**src/rtl/dly_rd_pkg.sv**
```systemverilog
package dly_rd_pkg;
  typedef enum logic [1:0] {CMD_NONE = 2'b00, CMD_RD = 2'b01, CMD_LINE = 2'b10, CMD_MULT = 2'b11} rd_cmd_e;
  typedef enum logic [1:0] {ST_IDLE, ST_PEND, ST_CPL} ent_st_e;
  typedef enum logic [1:0] {PF_LINE = 2'b00, PF_RSVD = 2'b01, PF_FULL = 2'b10, PF_NONE = 2'b11} pf_mode_e;
endpackage

```
**src/rtl/dly_rd_pf_sel.sv**
```systemverilog
module dly_rd_pf_sel
  import dly_rd_pkg::*;
#(
  parameter int LW     = 8,
  parameter int LINE_W = 8,
  localparam int OFF_W = $clog2(LINE_W)
) (
  input  logic             split_i,
  input  logic [1:0]       cmd_i,
  input  logic [1:0]       pf_rd_i,
  input  logic [1:0]       pf_line_i,
  input  logic [1:0]       pf_mult_i,
  input  logic [OFF_W-1:0] off_i,
  input  logic [LW-1:0]    len_i,
  output logic [LW-1:0]    len_o,
  output logic             disc_o
);
  pf_mode_e     mode;
  logic [LW-1:0] line_rem;

  assign line_rem = LW'(LINE_W) - LW'(off_i);

  always_comb begin
    unique case (rd_cmd_e'(cmd_i))
      CMD_LINE: mode = pf_mode_e'(pf_line_i);
      CMD_MULT: mode = pf_mode_e'(pf_mult_i);
      default:  mode = pf_mode_e'(pf_rd_i);
    endcase
  end

  always_comb begin
    disc_o = 1'b0;
    len_o  = line_rem;
    if (split_i) begin
      len_o = len_i;
    end else begin
      unique case (mode)
        PF_FULL: len_o = len_i;
        PF_NONE: begin
          // single word only for plain read; reserved otherwise
          if (rd_cmd_e'(cmd_i) == CMD_RD) begin
            len_o  = LW'(1);
            disc_o = 1'b1;
          end
        end
        default: len_o = line_rem;
      endcase
    end
  end
endmodule

```
**src/rtl/dly_rd_match.sv**
```systemverilog
module dly_rd_match #(
  parameter int AW = 32
) (
  input  logic          split_i,
  input  logic          relax_i,
  input  logic [1:0]    ent_cmd_i,
  input  logic [AW-1:0] ent_addr_i,
  input  logic [3:0]    ent_be_i,
  input  logic [1:0]    req_cmd_i,
  input  logic [AW-1:0] req_addr_i,
  input  logic [3:0]    req_be_i,
  output logic          hit_o
);
  logic same_cmd, same_loc;

  assign same_cmd = (ent_cmd_i == req_cmd_i);
  assign same_loc = (ent_addr_i == req_addr_i) && (ent_be_i == req_be_i);
  assign hit_o    = same_loc && (same_cmd || (relax_i && !split_i));
endmodule

```
**src/rtl/dly_rd_tracker.sv**
```systemverilog
module dly_rd_tracker
  import dly_rd_pkg::*;
#(
  parameter int AW     = 32,
  parameter int LW     = 8,
  parameter int LINE_W = 8,
  localparam int OFF_W = $clog2(LINE_W)
) (
  input  logic          clk_i,
  input  logic          rst_ni,
  input  logic          cfg_split_i,
  input  logic          cfg_relax_i,
  input  logic [1:0]    cfg_pf_rd_i,
  input  logic [1:0]    cfg_pf_line_i,
  input  logic [1:0]    cfg_pf_mult_i,
  input  logic          req_valid_i,
  input  logic [1:0]    req_cmd_i,
  input  logic [AW-1:0] req_addr_i,
  input  logic [3:0]    req_be_i,
  input  logic [LW-1:0] req_len_i,
  output logic          req_retry_o,
  output logic          req_done_o,
  output logic          fwd_valid_o,
  output logic [1:0]    fwd_cmd_o,
  output logic [AW-1:0] fwd_addr_o,
  output logic [3:0]    fwd_be_o,
  output logic [LW-1:0] fwd_len_o,
  output logic          fwd_disc_o,
  input  logic          sec_done_i
);
  ent_st_e       st_q, st_d;
  logic [1:0]    ent_cmd_q;
  logic [AW-1:0] ent_addr_q;
  logic [3:0]    ent_be_q;
  logic          req_ok, hit, latch;
  logic [LW-1:0] pf_len;
  logic          pf_disc;

  assign req_ok = req_valid_i && (rd_cmd_e'(req_cmd_i) != CMD_NONE);

  dly_rd_pf_sel #(.LW(LW), .LINE_W(LINE_W)) u_pf (
    .split_i   (cfg_split_i),
    .cmd_i     (req_cmd_i),
    .pf_rd_i   (cfg_pf_rd_i),
    .pf_line_i (cfg_pf_line_i),
    .pf_mult_i (cfg_pf_mult_i),
    .off_i     (req_addr_i[OFF_W+1:2]),
    .len_i     (req_len_i),
    .len_o     (pf_len),
    .disc_o    (pf_disc)
  );

  dly_rd_match #(.AW(AW)) u_match (
    .split_i    (cfg_split_i),
    .relax_i    (cfg_relax_i),
    .ent_cmd_i  (ent_cmd_q),
    .ent_addr_i (ent_addr_q),
    .ent_be_i   (ent_be_q),
    .req_cmd_i  (req_cmd_i),
    .req_addr_i (req_addr_i),
    .req_be_i   (req_be_i),
    .hit_o      (hit)
  );

  always_comb begin
    st_d        = st_q;
    req_retry_o = 1'b0;
    req_done_o  = 1'b0;
    latch       = 1'b0;
    unique case (st_q)
      ST_IDLE: if (req_ok) begin
        req_retry_o = 1'b1;
        latch       = 1'b1;
        st_d        = ST_PEND;
      end
      ST_PEND: begin
        // response uses pre-edge state; completion takes effect at the edge
        req_retry_o = req_ok;
        if (sec_done_i) st_d = ST_CPL;
      end
      ST_CPL: if (req_ok) begin
        if (hit) begin
          req_done_o = 1'b1;
          st_d       = ST_IDLE;
        end else begin
          req_retry_o = 1'b1;
        end
      end
      default: st_d = ST_IDLE;
    endcase
  end

  always_ff @(posedge clk_i or negedge rst_ni) begin
    if (!rst_ni) begin
      st_q        <= ST_IDLE;
      ent_cmd_q   <= '0;
      ent_addr_q  <= '0;
      ent_be_q    <= '0;
      fwd_valid_o <= 1'b0;
      fwd_cmd_o   <= '0;
      fwd_addr_o  <= '0;
      fwd_be_o    <= '0;
      fwd_len_o   <= '0;
      fwd_disc_o  <= 1'b0;
    end else begin
      st_q        <= st_d;
      fwd_valid_o <= latch;
      if (latch) begin
        ent_cmd_q  <= req_cmd_i;
        ent_addr_q <= req_addr_i;
        ent_be_q   <= req_be_i;
        fwd_cmd_o  <= req_cmd_i;
        fwd_addr_o <= req_addr_i;
        fwd_be_o   <= req_be_i;
        fwd_len_o  <= pf_len;
        fwd_disc_o <= pf_disc;
      end
    end
  end
endmodule

```
**config.mk**
```make
export PLATFORM = sky130hd
export DESIGN_NAME = dly_rd_tracker
export DESIGN_NICKNAME = d
export VERILOG_FILES = /design/src/rtl/dly_rd_pkg.sv /design/src/rtl/dly_rd_pf_sel.sv /design/src/rtl/dly_rd_match.sv /design/src/rtl/dly_rd_tracker.sv
export SDC_FILE = /design/constraint.sdc
export NUM_CORES = 1
export LEC_CHECK = 0
export BUFFER_PORTS_ARGS = -buffer_cell sky130_fd_sc_hd__buf_2
export CORE_MARGIN = 2
export CORE_UTILIZATION = 42
export DETAILED_ROUTE_END_ITERATION = 8
export HOLD_SLACK_MARGIN = 0.06
export PLACE_DENSITY = 0.73
export SLEW_MARGIN = 30
export SYNTH_ARGS = -nofsm -noshare
export SYNTH_HDL_FRONTEND = slang
export SYNTH_SLANG_ARGS = --single-unit
```
**constraint.sdc**
```tcl
create_clock -name clk_i -period 6.7 [get_ports clk_i]
set_input_delay 2.01 -clock clk_i [delete_from_list [all_inputs] [get_ports clk_i]]
set_output_delay 2.01 -clock clk_i [all_outputs]
set_load 0.03 [all_outputs]
```
==> results of run 1 <==
logic make-up after synthesis:
| group | synth area share [%] |
|---|---|
| mux | 0.405 |
| flops | 50.7 |
| xor+xnor | 13.8 |
| compound gates | 4.36 |
| buf+inv | 4.05 |
| simple gates | 26.2 |
| fa+ha+maj | 0.507 |
cell type report:
type,instances,area [µm²]
Fill cell,545,2480
Multi-Input combinational cell,214,1120
Timing Repair Buffer,108,543
Tap cell,72,90.1
Inverter,8,30.0
Clock buffer,7,86.3
Sequential cell,50,1250
Clock inverter,1,5.00
power by group:
group	internal, W	switching, W	total, W
clock network	0.0000835	0.0000971	0.000181
registers	0.000441	0.000119	0.000560
logic	0.000222	0.000512	0.000734
total	0.000747	0.000729	0.00148
layer usage:
| metal | vias to the layer above | wire (µm) | global-route usage (%) |
|---|---|---|---|
| li1 | 1111 | - | - |
| met3 | 4 | 472 | 4.27 |
| met5 | - | 0 | 0 |
| met1 | 1023 | 2600 | 24.0 |
| met2 | 93 | 2760 | 32.3 |
| met4 | 0 | 31 | 5.08 |
stage by stage:
stage                     power (W)  util (%)  instances  hold slack, ns
after floorplan             0.00108         -        284           0.472
after global placement      0.00129      54.1        452           0.446
after detailed placement    0.00131      54.1        452           0.450
after CTS                   0.00149      55.7        460           0.470
after global routing        0.00159      55.7        460           0.490
final                       0.00148      55.7        460           0.467
sequential cells by signal, indices dropped and copies added (netlist names):
signal	count
st_q	2
fwd_disc_o	1
ent_addr_q	32
fwd_valid_o	1
ent_be_q	4
fwd_len_o	8
ent_cmd_q	2
tightest hold or removal path, stage by stage, from the launching register on:
cell and delay (ns):
dfrtp_1 0.35, nand2_1 0.05, nand2_1 0.04
cells in the final DEF (no fill, tap or decap), drive strengths merged:
master	Yosys	layout
buf	9	108
o21ai	4	4
o22ai	1	1
nor4	10	10
a21oi	4	4
xnor2	1	1
nand3b	2	2
o41ai	2	2
or4	1	1
inv	8	8
a211o	1	1
nand2	129	129
ha	1	1
dfrtp	50	50
clkbuf	3	7
clkinv	0	1
nand3	4	4
mux2i	1	1
nor3	1	1
o32ai	1	1
nor2	5	5
or2	1	1
a31oi	3	3
xor2	38	38
nand4	1	1
or3	1	1
and3	1	1
nor3b	1	1
worst paths after layout:
path | startpoint | to | slack (ns) | cells after the start
setup / recovery | req_addr_i[31] | req_done_o | 0.98 | 7
hold / removal | fwd_len_o[7] | fwd_len_o[7] | 0.47 | 2
setup reg to reg | st_q[1] | fwd_len_o[3] | 4.26 | 4
hold reg to reg | fwd_len_o[7] | fwd_len_o[7] | 0.47 | 2
max in group asynchronous | rst_ni | ent_addr_q[30] | 4.47 | 2
min in group asynchronous | rst_ni | ent_addr_q[9] | 1.81 | 2
==> out/qor.yml, run 1 <==
outcome: "finished clean"
async_flop_share_pct: 100
drive_above_1_share_pct: 30.4
crit_type: "primary input to output pin"
setup_viol: 0
power_leakage_nw: 1.79
cpPeakStageDelay_ns: 0.42
clockRootBuffer: "clkbuf_8"
ioPinCount: 108
path_max_fanout: 2
start_util_pct: 44.0
htreeDepth: 2
cts_resized: 0
syn-cell-area_um2: 2470
worstPathArrival_ns: 3.71
coreArea_um2: 5610
place_area_um2: 3030
via_count: 2231
timing_hold_violations_final: 0
syn_avg_cell_area_um2: 8.69
crit_required_ns: 4.69
post_cts_buffers: 0
synth_fp_nets: 343
syn2layout_area_growth_pct: 26.6
path_delay_family: "simple AND/OR/NAND/NOR gates"
max_freq_ghz: 0.175
gp_congestion: 0.752
p_per_area_nw_per_um2: 472
cts-hold-fix-buffers: 0
antenna_cells: 0
num_rows: 27
synth_commonest_cells: "nand2_1 (129), dfrtp_1 (50), xor2_1 (38)"
grt_max_degree: 51
slew_violations: 0
fin_ws_ns: 0.980
dp_slack_ns: 1.01
relSlewSlack_pct: 38.8
antenna_found_initial: 0
die_w_um: 80.7
clockBufferDepth: 2
worst_pin_slew_ns: 0.918
dp_hpwl_um: 4300
yosys.area.top_type: "dfrtp_1"
fin_skew_ns: 0.00678
synth_edf_count: 0
slowest_stage: "nor4_1"
die_y_um: 80.7
grt_use_total_pct: 18.9
nets: 446
drv_cap: 0
clk_latency_ns: 0.30
drc: 0
synth.distinct_cells: 31
synth.most_common_cell: "nand2_1"
first_pass_iters: 4
dr.first_iter.drc_count: 92
routed_wl_um: 5870
numCtsBuffers: 5
cts_tree: "built"
ys_warn_count: 0
ys_seq_elements: 50
syn_inst: 284
fin_area_um2: 3120
startpoint_type: "primary input"
overflow: 0
grt_first_pass_wirelength_um: 9510
irDropWorstVdd_mv: 0.225
synth_top_flop_cell: "dfrtp_1"
yosys.area.top_type_share_pct: 50.7
ant_nets: 0
path_cells: "buf_2 > xor2_1 > nor4_1 > nand4_1 > nor4_1 > and3_1 > buf_2"
avgViaCountPerCell: 4.85
wire_per_inst_um: 12.8
critPathBufInv: 2
grt_pass1_vias: 2114
yosysSeqAreaShare_pct: 50.7
port_buffers: 107
fin_tns_setup_ns: 0
cts_num_sinks: 50
rsz0062_at_grt: "no"
hold_class: "register to register"
period_share_pct: 85.4
path_clk_slew_ns: 0.08
synth.area.top_cells: "dfrtp_1 (51%), nand2_1 (20%), xor2_1 (13%)"
post-route-min-period_ns: 5.72
cp-end-kind: "output pin"
dieArea_um2: 6510
No activity file was read; power rests on OpenSTA's default activity.
==> run 2: changes to the inputs <==
--- a/config.mk
+++ b/config.mk
@@ -6,11 +6,13 @@
 export NUM_CORES = 1
 export LEC_CHECK = 0
 export BUFFER_PORTS_ARGS = -buffer_cell sky130_fd_sc_hd__buf_2
+export CELL_PAD_IN_SITES_DETAIL_PLACEMENT = 1
+export CELL_PAD_IN_SITES_GLOBAL_PLACEMENT = 1
 export CORE_MARGIN = 2
-export CORE_UTILIZATION = 42
+export CORE_UTILIZATION = 36
 export DETAILED_ROUTE_END_ITERATION = 8
 export HOLD_SLACK_MARGIN = 0.06
-export PLACE_DENSITY = 0.73
+export PLACE_DENSITY = 0.85
 export SLEW_MARGIN = 30
 export SYNTH_ARGS = -nofsm -noshare
 export SYNTH_HDL_FRONTEND = slang
==> run 2 against run 1 <==
Net effect: non-clock buffer count unchanged; cell count up 1.5%; worst setup slack got worse by 0.018 ns; total power is 0.40% lower; register-to-register slack better by 0.26 ns; critical path type unchanged; largest power group unchanged; highest routed layer unchanged.
==> out/qor.yml, run 2 (synthesis results as in run 1) <==
outcome: "finished clean"
fin_skew_ns: 0.00697  # +0.000185 ns
fillerInstances: 832  # +53%
clockPowerShare_pct: 11.3  # -0.9 points
numCtsBuffers: 5  # unchanged
min_path_cells: 2  # unchanged
cts_num_sinks: 50  # unchanged
drive_above_1_share_pct: 30.5  # +0.079 points
totalPowerFinal_w: 0.00147  # -0.40%
avgViaCountPerCell: 4.91  # +1.2%
slowest_stage: "nor4_1"
coreArea_um2: 6720  # +20%
grtUsageMet1_pct: 23.2  # -0.80 points
startpoint_type: "primary input"
dieArea_um2: 7540  # +16%
dp_hpwl_um: 5030  # +17%
syn2layout_area_growth_pct: 26.6  # about the same
grt_pass1_vias: 2297  # +8.7%
switching_share_pct: 50.0  # +0.59 points
post_cts_buffers: 0  # unchanged
clockRootBuffer: "clkbuf_8"
clockBufferDepth: 2  # unchanged
cp-end-kind: "output pin"
hold_class: "register to register"
irDropWorstVdd_mv: 0.201  # -11%
cts_tree: "built"
utilization_pct: 46.5  # -9.2 points
post-route-min-period_ns: 5.74  # +0.0175 ns
grt_first_pass_wirelength_um: 10800  # +14%
die_y_um: 86.8  # +7.6%
wire_per_inst_um: 14.2  # +11%
ant_nets: 0  # unchanged
drv_cap: 0  # unchanged
p_comb_share_pct: 50.7  # +0.9 points
routed_wl_um: 6630  # +13%
worstPathArrival_ns: 3.73  # +0.02 ns
slew_violations: 0  # unchanged
use_met2_pct: 31.2  # -1.1 points
regMostFlops: "ent_addr_q"
p_per_area_nw_per_um2: 470  # -0.44%
p_sw_w: 0.000734  # +0.78%
grt_use_met3_pct: 4.38  # +0.11 points
start_util_pct: 36.7  # -7.3 points
path_depth: 7  # unchanged
critPathBufInv: 2  # unchanged
die_w_um: 86.8  # +7.6%
path_delay_family: "simple AND/OR/NAND/NOR gates"
power_leakage_nw: 1.78  # -0.18%
overflow: 0  # unchanged
largest_register_ffs: 32  # unchanged
top_regs: "ent_addr_q: 32 flops, fwd_len_o: 8 flops, ent_be_q: 4 flops"
first_pass_iters: 4  # unchanged
fin_tns_setup_ns: 0  # unchanged
antenna_found_initial: 0  # unchanged
cts_resized: 0  # unchanged
relSlewSlack_pct: 43.9  # +5.1 points
nets: 446  # unchanged
period_share_pct: 85.6  # +0.26 points
holdWs_ns: 0.472  # +0.00478 ns
antenna_cells: 0  # unchanged
rsz0062_at_grt: "no"
drc: 0  # unchanged
cpPeakStageDelay_ns: 0.43  # about the same
num_rows: 30  # +11%
htreeDepth: 2  # unchanged
internal_power_w: 0.000735  # -1.6%
top_usage_layer: "met2"
cts-hold-fix-buffers: 0  # unchanged
dr.first_iter.drc_count: 22  # -76%
clk_latency_ns: 0.29  # about the same
crit_required_ns: 4.69  # about the same
setup_viol: 0  # unchanged
final_cell_mix: "nand2_1 (129), buf_2 (107), dfrtp_1 (50), xor2_1 (38), nor4_1 (10)"
layout_commonest_cell: "nand2_1"
via_count: 2291  # +2.7%
grt_max_degree: 51  # unchanged
pwr-share-seq_pct: 38.0  # about the same
grt_use_total_pct: 18.2  # -0.69 points
gp_congestion: 0.723  # -3.9%
rr_worst_depth: 4  # unchanged
path_max_fanout: 2  # unchanged
path_clk_slew_ns: 0.09  # about the same
max_freq_ghz: 0.174  # -0.31%
ioPinCount: 108  # unchanged
timing_hold_violations_final: 0  # unchanged
path_cells: "buf_2 > xor2_1 > nor4_1 > nand4_1 > nor4_1 > and3_1 > buf_2"
port_buffers: 107  # unchanged
crit_type: "primary input to output pin"
worst_pin_slew_ns: 0.841  # -0.0762 ns
run 2: final timing paths:
kind	startpoint	end	slack (ns)
max	req_addr_i[20]	req_done_o	0.96
min	fwd_len_o[5]	fwd_len_o[5]	0.47
max reg2reg	st_q[1]	fwd_len_o[3]	4.52
min reg2reg	fwd_len_o[5]	fwd_len_o[5]	0.47
max in group asynchronous	rst_ni	ent_addr_q[3]	4.45
min in group asynchronous	rst_ni	ent_addr_q[23]	1.82
run 2: per-layer routing:
layer  wire length, µm  vias up
li1                  -     1108
met1              2920     1119
met2              3340       60
met3               322        4
met4                40        0
met5                 0        -
run 2: layout make-up:
class | count | area (µm²) | share of cell area, %
multi-input cells | 214 | 1120 | 35.9
well taps | 80 | 100 | 3.20
inverters | 8 | 30.0 | 0.961
clock buffers | 5 | 68.8 | 2.20
clock inverters | 2 | 10.0 | 0.320
repair buffers | 108 | 543 | 17.4
flip-flops and latches | 50 | 1250 | 40.0
run 2: stage by stage:
step                worst slack [ns]  instance area, µm²  std cells
floorplan                       1.46                2470        284
global placement               0.975                3040        460
detailed placement             0.921                3040        460
CTS                            0.911                3120        467
global route                   0.781                3130        467
finish                         0.963                3130        467
run 2: worst min-delay path, delay by kind of cell (launching register included):
kind,cells,cell delay [ns]
simple gates,2,0.10
flops,1,0.34
run 2: power by group through the flow:
stage | sequential [W] | clock, W | combinational [W]
floorplan | 0.000825 | 0 | 0.000252
global route | 0.000581 | 0.000186 | 0.000819
CTS | 0.000561 | 0.000172 | 0.000756
global placement | 0.000556 | 0 | 0.000733
detailed placement | 0.000567 | 0 | 0.000755
finish | 0.000559 | 0.000165 | 0.000745
